==> src/rtl/sft_pkg.sv <==
package sft_pkg;
  localparam int NUM_TBL = 2;

  typedef enum logic {
    TBL_EVEN = 1'b0,
    TBL_ODD  = 1'b1
  } tbl_e;

  // A copy window opens on the first idle-time sample after the static segment.
  function automatic logic win_opens(logic prev_nit, logic cur_nit, logic gen);
    return gen & cur_nit & ~prev_nit;
  endfunction

  function automatic tbl_e tbl_of(logic odd);
    return odd ? TBL_ODD : TBL_EVEN;
  endfunction
endpackage

==> src/rtl/sft_window_detect.sv <==
module sft_window_detect
  import sft_pkg::*;
(
  input  logic               clk,
  input  logic               rst_n,
  input  logic               seg_nit,
  input  logic               cyc_odd,
  input  logic               gen_en,
  output logic [NUM_TBL-1:0] start_o
);
  logic nit_q;
  logic open_w;
  tbl_e sel_w;

  // Reset to "idle" so a block leaving reset inside idle time does not open a window.
  always_ff @(posedge clk or negedge rst_n) begin
    if (!rst_n) nit_q <= 1'b1;
    else        nit_q <= seg_nit;
  end

  assign open_w = win_opens(nit_q, seg_nit, gen_en);
  assign sel_w  = tbl_of(cyc_odd);

  assign start_o[TBL_EVEN] = open_w & (sel_w == TBL_EVEN);
  assign start_o[TBL_ODD]  = open_w & (sel_w == TBL_ODD);

  // a window targets exactly one table
  a_r5_one_table_per_window: assert property (@(posedge clk) disable iff (!rst_n)
    $onehot0(start_o));

  // no window while generation is off
  a_r10_no_window_when_off: assert property (@(posedge clk) disable iff (!rst_n)
    !gen_en |-> (start_o == '0));
endmodule

==> src/rtl/sft_write_timer.sv <==
module sft_write_timer #(
  parameter int WR_CLKS = 8
) (
  input  logic clk,
  input  logic rst_n,
  input  logic load_i,
  output logic busy_o,
  output logic done_o
);
  localparam int CW = $clog2(WR_CLKS + 1);

  logic [CW-1:0] cnt_q;

  function automatic logic [CW-1:0] cnt_step(logic ld, logic [CW-1:0] c);
    if (ld)       return CW'(WR_CLKS);
    if (c != '0)  return c - CW'(1);
    return c;
  endfunction

  always_ff @(posedge clk or negedge rst_n) begin
    if (!rst_n) cnt_q <= '0;
    else        cnt_q <= cnt_step(load_i, cnt_q);
  end

  assign busy_o = (cnt_q != '0);
  assign done_o = (cnt_q == CW'(1));

  // an accepted copy is busy from the next cycle
  a_r5_load_makes_busy: assert property (@(posedge clk) disable iff (!rst_n)
    load_i |=> busy_o);

  // the last busy cycle is followed by idle
  a_r6_done_then_idle: assert property (@(posedge clk) disable iff (!rst_n)
    done_o && !load_i |=> !busy_o);
endmodule

==> src/rtl/sft_table_lock.sv <==
module sft_table_lock (
  input  logic clk,
  input  logic rst_n,
  input  logic trig_i,
  input  logic start_i,
  input  logic busy_i,
  input  logic done_i,
  input  logic clr_i,
  output logic lock_o,
  output logic valid_o,
  output logic accept_o
);
  logic lock_q, valid_q;
  logic grant_w, release_w, refuse_w;

  assign release_w = trig_i & lock_q;
  assign grant_w   = trig_i & ~lock_q & ~busy_i;
  assign refuse_w  = trig_i & ~lock_q & busy_i;

  // A held table, or one being claimed on this edge, skips its window.
  assign accept_o  = start_i & ~lock_q & ~trig_i;

  function automatic logic next_lock(logic cur, logic grant, logic rel);
    if (rel)   return 1'b0;
    if (grant) return 1'b1;
    return cur;
  endfunction

  function automatic logic next_valid(logic cur, logic done, logic clr);
    if (clr)  return 1'b0;
    if (done) return 1'b1;
    return cur;
  endfunction

  always_ff @(posedge clk or negedge rst_n) begin
    if (!rst_n) begin
      lock_q  <= 1'b0;
      valid_q <= 1'b0;
    end else begin
      lock_q  <= next_lock(lock_q, grant_w, release_w);
      valid_q <= next_valid(valid_q, done_i, clr_i);
    end
  end

  assign lock_o  = lock_q;
  assign valid_o = valid_q;

  // idle table is granted on the next edge
  a_r2_grant_when_idle: assert property (@(posedge clk) disable iff (!rst_n)
    grant_w |=> lock_o);

  // claim during a copy is dropped
  a_r3_refuse_when_busy: assert property (@(posedge clk) disable iff (!rst_n)
    refuse_w |=> !lock_o);

  // trigger on a held table releases it
  a_r4_release: assert property (@(posedge clk) disable iff (!rst_n)
    trig_i && lock_o |=> !lock_o);

  // a held table keeps its valid flag across its window
  a_r7_locked_keeps_valid: assert property (@(posedge clk) disable iff (!rst_n)
    lock_o && start_i && !done_i && !clr_i |=> $stable(valid_o));

  // finished copy marks the table valid
  a_r6_done_sets_valid: assert property (@(posedge clk) disable iff (!rst_n)
    done_i && !clr_i |=> valid_o);

  // stale tables are invalidated
  a_r9_clear_valid: assert property (@(posedge clk) disable iff (!rst_n)
    clr_i |=> !valid_o);
endmodule

==> src/rtl/sync_table_guard.sv <==
module sync_table_guard
  import sft_pkg::*;
#(
  parameter int WR_CLKS = 8
) (
  input  logic clk,
  input  logic rst_n,
  input  logic seg_nit,
  input  logic cyc_odd,
  input  logic gen_en,
  input  logic cnt_upd,
  input  logic lock_trig_even,
  input  logic lock_trig_odd,
  output logic lock_even,
  output logic lock_odd,
  output logic valid_even,
  output logic valid_odd,
  output logic busy_even,
  output logic busy_odd
);
  logic [NUM_TBL-1:0] start_w, trig_w, accept_w, busy_w, done_w, lock_w, valid_w;
  logic               clr_w;

  assign trig_w[TBL_EVEN] = lock_trig_even;
  assign trig_w[TBL_ODD]  = lock_trig_odd;
  assign clr_w            = ~gen_en & cnt_upd;

  sft_window_detect i_win (
    .clk     (clk),
    .rst_n   (rst_n),
    .seg_nit (seg_nit),
    .cyc_odd (cyc_odd),
    .gen_en  (gen_en),
    .start_o (start_w)
  );

  for (genvar g = 0; g < NUM_TBL; g++) begin : g_tbl
    sft_write_timer #(.WR_CLKS(WR_CLKS)) i_tmr (
      .clk    (clk),
      .rst_n  (rst_n),
      .load_i (accept_w[g]),
      .busy_o (busy_w[g]),
      .done_o (done_w[g])
    );

    sft_table_lock i_lck (
      .clk      (clk),
      .rst_n    (rst_n),
      .trig_i   (trig_w[g]),
      .start_i  (start_w[g]),
      .busy_i   (busy_w[g]),
      .done_i   (done_w[g]),
      .clr_i    (clr_w),
      .lock_o   (lock_w[g]),
      .valid_o  (valid_w[g]),
      .accept_o (accept_w[g])
    );

    // a table is never held and being copied at once
    a_r7_lock_excludes_busy: assert property (@(posedge clk) disable iff (!rst_n)
      !(lock_w[g] && busy_w[g]));
  end

  assign lock_even  = lock_w[TBL_EVEN];
  assign lock_odd   = lock_w[TBL_ODD];
  assign valid_even = valid_w[TBL_EVEN];
  assign valid_odd  = valid_w[TBL_ODD];
  assign busy_even  = busy_w[TBL_EVEN];
  assign busy_odd   = busy_w[TBL_ODD];
endmodule

==> config.mk <==
export PLATFORM = sky130hd
export DESIGN_NAME = sync_table_guard
export DESIGN_NICKNAME = d
export VERILOG_FILES = /design/src/rtl/sft_pkg.sv /design/src/rtl/sft_window_detect.sv /design/src/rtl/sft_write_timer.sv /design/src/rtl/sft_table_lock.sv /design/src/rtl/sync_table_guard.sv
export SDC_FILE = /design/constraint.sdc
export NUM_CORES = 1
export LEC_CHECK = 0
export BUFFER_PORTS_ARGS = -buffer_cell sky130_fd_sc_hd__clkbuf_2
export CAP_MARGIN = 10
export CORE_MARGIN = 5
export CORE_UTILIZATION = 45
export CTS_CLUSTER_SIZE = 16
export DETAILED_ROUTE_END_ITERATION = 10
export GPL_ROUTABILITY_DRIVEN = 0
export PLACE_DENSITY = 0.71
export SLEW_MARGIN = 10
export SYNTH_ARGS = -nofsm -noshare
export SYNTH_HDL_FRONTEND = slang
export SYNTH_SLANG_ARGS = --single-unit
==> constraint.sdc <==
create_clock -name clk -period 1.4 [get_ports clk]
set_clock_uncertainty 0.1 [all_clocks]
set_input_delay 0.07 -clock clk [delete_from_list [all_inputs] [get_ports clk]]
set_output_delay 0.07 -clock clk [all_outputs]
set_load 0.05 [all_outputs]
---- Yosys cells after proc, flatten, opt, wreduce, memory -nomap -nowiden ----
Index checks and enable logic that the tools add are counted.
W data, S select, Z words.
operators by class
  bitwise gates (word level) .............. 24
  $add $sub $neg .......................... 2
  mux-type cells .......................... 41
  equality and inequality tests ........... 2
  reduce and logical (&&, ||, !) cells .... 8
operators with widths
  kind                   number
  $mux W1                33
  $mux W4                8
  $and A1 B1 Y1          15
  $reduce_bool A2 Y1     6
  $not A1 Y1             9
  $eq A4 B1 Y1 const B   2
  $reduce_bool A4 Y1     2
  $sub A4 B1 Y4 const B  2
storage, ports and cells
  output and inout port bits .............. 6
  word-level logic and storage cells ...... 84
  flip-flop bits (word level) ............. 13

---- Logic depth before layout (Yosys ltp) ----
  depth in word-level cells ............... 9
  mapped depth ............................ 6
  depth with buffers taken out ............ 5

---- Hierarchy ----
Synthesis repeated with hierarchy kept, for this count alone.
second synthesis, totals
  cells, all modules ...................... 54
  area total of the unflattened synthesis .. 581.8 um^2
modules (own cells, without submodules)
  module             area each (um^2)  sequential area each (um^2)  instances  cells each
  sft_write_timer    177.7             100.1                        2          18
  sft_table_lock     81.3              50.0                         2          7
  sft_window_detect  50.0              26.3                         1          3
  sync_table_guard   13.8              0.0                          1          1

---- Worst setup path before layout ----
No wires, ideal clock.
  path type ............................... register -> register
  from .................................... register g_tbl[1].i_tmr.cnt_q[0]
  to ...................................... register g_tbl[1].i_tmr.cnt_q[0]
  path buffers ............................ 1
  library setup time ...................... 136 ps
  path slack .............................. -244 ps
  arrival ................................. 1408 ps
  stages on the path, launching flop included .. 7
  cell sequence ........................... dfrtp_1 inv_1 ha_1 or3b_1 buf_2 xnor2_1 nor2_1
on the way
  cells in the longest elaborated chain, start to end .. 4
  elaborated cells between the ends (all ways) .. 8
ends and longest elaborated chain
  element                                               RTL line                                      text
  start, declared                                       sft_write_timer.sv:12                         logic [CW-1:0] cnt_q;
  start signal, assigned                                sft_write_timer.sv:22                         else cnt_q <= cnt_step(load_i, cnt_q);
  $reduce_bool A4 Y1 (*)                                --
  named net busy_odd                                    sync_table_guard.sv:19                        output logic busy_odd
  $mux W4 / $mux W1 (equally long branches)             sft_write_timer.sv:16                         if (c != '0) return c - CW'(1);
  $mux W4 / $mux W1 (equally long branches)             sft_write_timer.sv:17, sft_write_timer.sv:16
  $mux W4 / $reduce_bool A2 Y1 (equally long branches)  --
Mark *: on every way through the listed nets, which the timed path passes. The rest lies on a longest branch. The select of a mux whose other input is x is not followed.
A chain may end at the register's enable or synchronous reset.

---- Final worst setup path ----
  from .................................... register g_tbl[1].i_tmr.cnt_q[1]
  to ...................................... output busy_odd
on the way
  cells in the longest elaborated chain, start to end .. 1
ends and longest elaborated chain
  element             RTL line                text
  $reduce_bool A4 Y1  sft_write_timer.sv:25   assign busy_o = (cnt_q != '0);
  end, declared       sync_table_guard.sv:19
No other way between the ends.

==> results.json <==
{
  "syn_to_final_growth_pct": 65.4,
  "cts_buffers": 3,
  "outcome": "complete, but fails checks",
  "cp_data_arrival_time_ps": 1470,
  "synth-async-reset-ratio_pct": 100,
  "critPathTopFamily": "flip-flops",
  "failed_checks": "negative setup slack",
  "maxSlewViolCount": 0,
  "p_int_mw": 1.56,
  "synth_warnings": 0,
  "maxSlewHeadroom_pct": 78.0,
  "route.detailed.drc": 0,
  "crit_end": "busy_odd",
  "routedWlPerCell_microns": 15.0,
  "cp_slowest_cell": "dfrtp_1",
  "p_sw_mw": 1.07,
  "syn_avg_cell_area_sq_um": 11.0,
  "die-area_sq_um": 2310,
  "yosysTopAreaCell": "dfrtp_1",
  "synthCells": 59,
  "clock.fmax_ghz": 0.608,
  "insertion_delay_ps": 270,
  "drt_iter0_drc": 8,
  "clock_tree.buffer_depth": 2,
  "r2r_end": "g_tbl[1].i_tmr.cnt_q[0]",
  "dp_hpwl_microns": 990,
  "r2r_slack_ps": -130,
  "rsz0062_at_grt": "yes",
  "combinationalPowerShare_pct": 65.4,
  "seqPwrFrac_pct": 25.6,
  "finalSetupViolCount": 8,
  "cp.required_ps": 1230,
  "grt_max_degree": 14,
  "end_kind": "output pin",
  "max_cap_viol_count": 0,
  "synth_commonest_cells": "dfrtp_1 (12), nor2_1 (8), a21oi_1 (4), ha_1 (4), inv_1 (4)",
  "fin_total_pwr_mw": 2.63,
  "cp_slowest_stage_delay_ps": 400,
  "reg2reg_from": "g_tbl[1].i_tmr.cnt_q[1]",
  "synth_seq_area_share_pct": 50.2,
  "power_density_nw_per_um2": 2450,
  "tightest_slew_ps": 329,
  "ios": 14,
  "row_count": 13,
  "holdWs_ps": 39.3,
  "synth_area_leaders": "dfrtp_1 (46%), ha_1 (7.7%), nor2_1 (4.6%)",
  "cts_tree": "done",
  "first_pass_iters": 4,
  "diodes": 0,
  "synth-seq-cells": 13,
  "viasPerCell": 5.15,
  "die-width_microns": 48.0,
  "yosysUniqueCellTypes": 20,
  "peakVddDrop_uv": 1430,
  "detail-route-antenna-nets": 0,
  "grt_overflow": 0,
  "dr_total_vias": 587,
  "grt_pass1_vias": 548,
  "path_depth": 4,
  "fp.coreArea_sq_um": 1330,
  "worstPathCellList": "inv_2 -> ha_4 -> or3b_4 -> clkbuf_16",
  "setup_ws_ps": -244,
  "drive_gt1_share_pct": 59.6,
  "wl_microns": 1710,
  "critical_path_class": "reg -> out",
  "r2r_cells": 6,
  "grt_pass1_wl_microns": 2570,
  "synth_top_area_share_pct": 46.2,
  "cts_root_buffer": "clkbuf_4",
  "clockPowerShare_pct": 9.0,
  "final.fill_count": 75,
  "clkTransAtPathRegs_ps": 90,
  "die_h_microns": 48.0,
  "initial_core_util_pct": 48.8,
  "hold_path_class": "in -> reg",
  "htreeDepth": 1,
  "synth.cell_area_sq_um": 651,
  "portBuffers": 13,
  "switching_share_pct": 40.6,
  "antenna_found_initial": 0,
  "period_share_pct": 117,
  "p_leak_nw": 0.529,
  "worstSetupStartpointType": "flip-flop",
  "syn_nets": 71,
  "hold_violations": 0,
  "yosysMostFrequentCell": "dfrtp_1",
  "crit_start": "g_tbl[1].i_tmr.cnt_q[1]",
  "synth_edf_count": 0,
  "crit_fanout": 2,
  "clkSinkCount": 13,
  "final_nets": 112,
  "fin_crit_ps": 1640,
  "synth_ff_type": "dfrtp_1",
  "worstPathBufferInverterCount": 2,
  "grt.total_usage_pct": 16.4
}
timing repair:
action,CTS,global route
hold buffers,5,0
setup endpoints to repair,8,8
resized for setup,19,6
cloned,0,0
setup buffers,8,2
pin swaps,8,3
endpoints found under the hold margin,18,0
power by group through the flow:
| stage | clock [mW] | sequential (mW) | combinational [mW] |
|---|---|---|---|
| detailed placement | 0 | 0.658 | 1.16 |
| global placement | 0 | 0.647 | 1.12 |
| global route | 0.269 | 0.696 | 1.83 |
| finish | 0.236 | 0.675 | 1.72 |
| floorplan | 0 | 0.822 | 0.633 |
| CTS | 0.243 | 0.666 | 1.53 |
routing by layer:
| layer | wire length, microns | global-route usage (%) | up-vias |
|---|---|---|---|
| li1 | - | - | 287 |
| met1 | 750 | 22.4 | 281 |
| met2 | 817 | 26.1 | 17 |
| met3 | 131 | 4.14 | 2 |
| met4 | 8 | 3.23 | 0 |
| met5 | 0 | 0 | - |
metrics by stage:
step                setup slack, ps  instance area, sq um  instances  util, %  setup TNS (ps)
floorplan                      -167                   668         59        -            -630
CTS                            -224                  1030        112     77.3            -857
finish                         -244                  1080        114     80.7           -1040
global placement              -72.8                   820         97     61.4            -271
global route                   -288                  1080        114     80.7           -1350
detailed placement            -86.4                   820         97     61.4            -471
how the worst min path moves through the flow:
stage,startpoint,end,slack [ps],depth (start not counted)
floorplan,rst_n,g_tbl[0].i_lck.lock_o,-330,0
global placement,rst_n,g_tbl[0].i_tmr.cnt_q[2],-120,1
detailed placement,rst_n,g_tbl[0].i_lck.lock_o,-110,1
CTS,cnt_upd,g_tbl[0].i_lck.valid_o,30,3
global route,cnt_upd,g_tbl[1].i_lck.valid_o,50,3
finish,cnt_upd,g_tbl[0].i_lck.valid_o,40,3
tightest hold or removal path, cell delays in order:
cell      delay (ps)
clkbuf_2          70
nor2b_1          140
nor2_1           100
layout make-up:
cell class | instances | area (sq um) | area share, %
multi-input combinational | 40 | 375 | 34.9
sequential | 13 | 327 | 30.3
timing repair buffer | 38 | 313 | 29.1
clock buffer | 3 | 22.5 | 2.09
tap | 15 | 18.8 | 1.74
inverter | 4 | 15.0 | 1.40
clock inverter | 1 | 5.00 | 0.465
kinds of logic after synthesis:
family / synth area share [%]
simple gates: 22.9
flops: 50.2
compound gates: 9.62
buf+inv: 3.85
fa+ha+maj: 7.69
xor+xnor: 2.69
mux: 3.08
sequential cells by signal (all words and copies together), names as in the netlist:
signal               count
g_tbl.i_lck.valid_o      2
g_tbl.i_lck.lock_o       2
i_win.nit_q              1
g_tbl.i_tmr.cnt_q        8
layout by cell type (no fill, tap or decap), types with 3 or more instances in the layout:
master	instances
a21oi_1	3
inv_2	4
clkbuf_4	3
clkbuf_2	11
buf_4	18
nor2_1	6
nand3b_1	3
dfrtp_1	12
dlygate4sd3_1	5
Note: power is estimated with default switching activity, not from simulation.
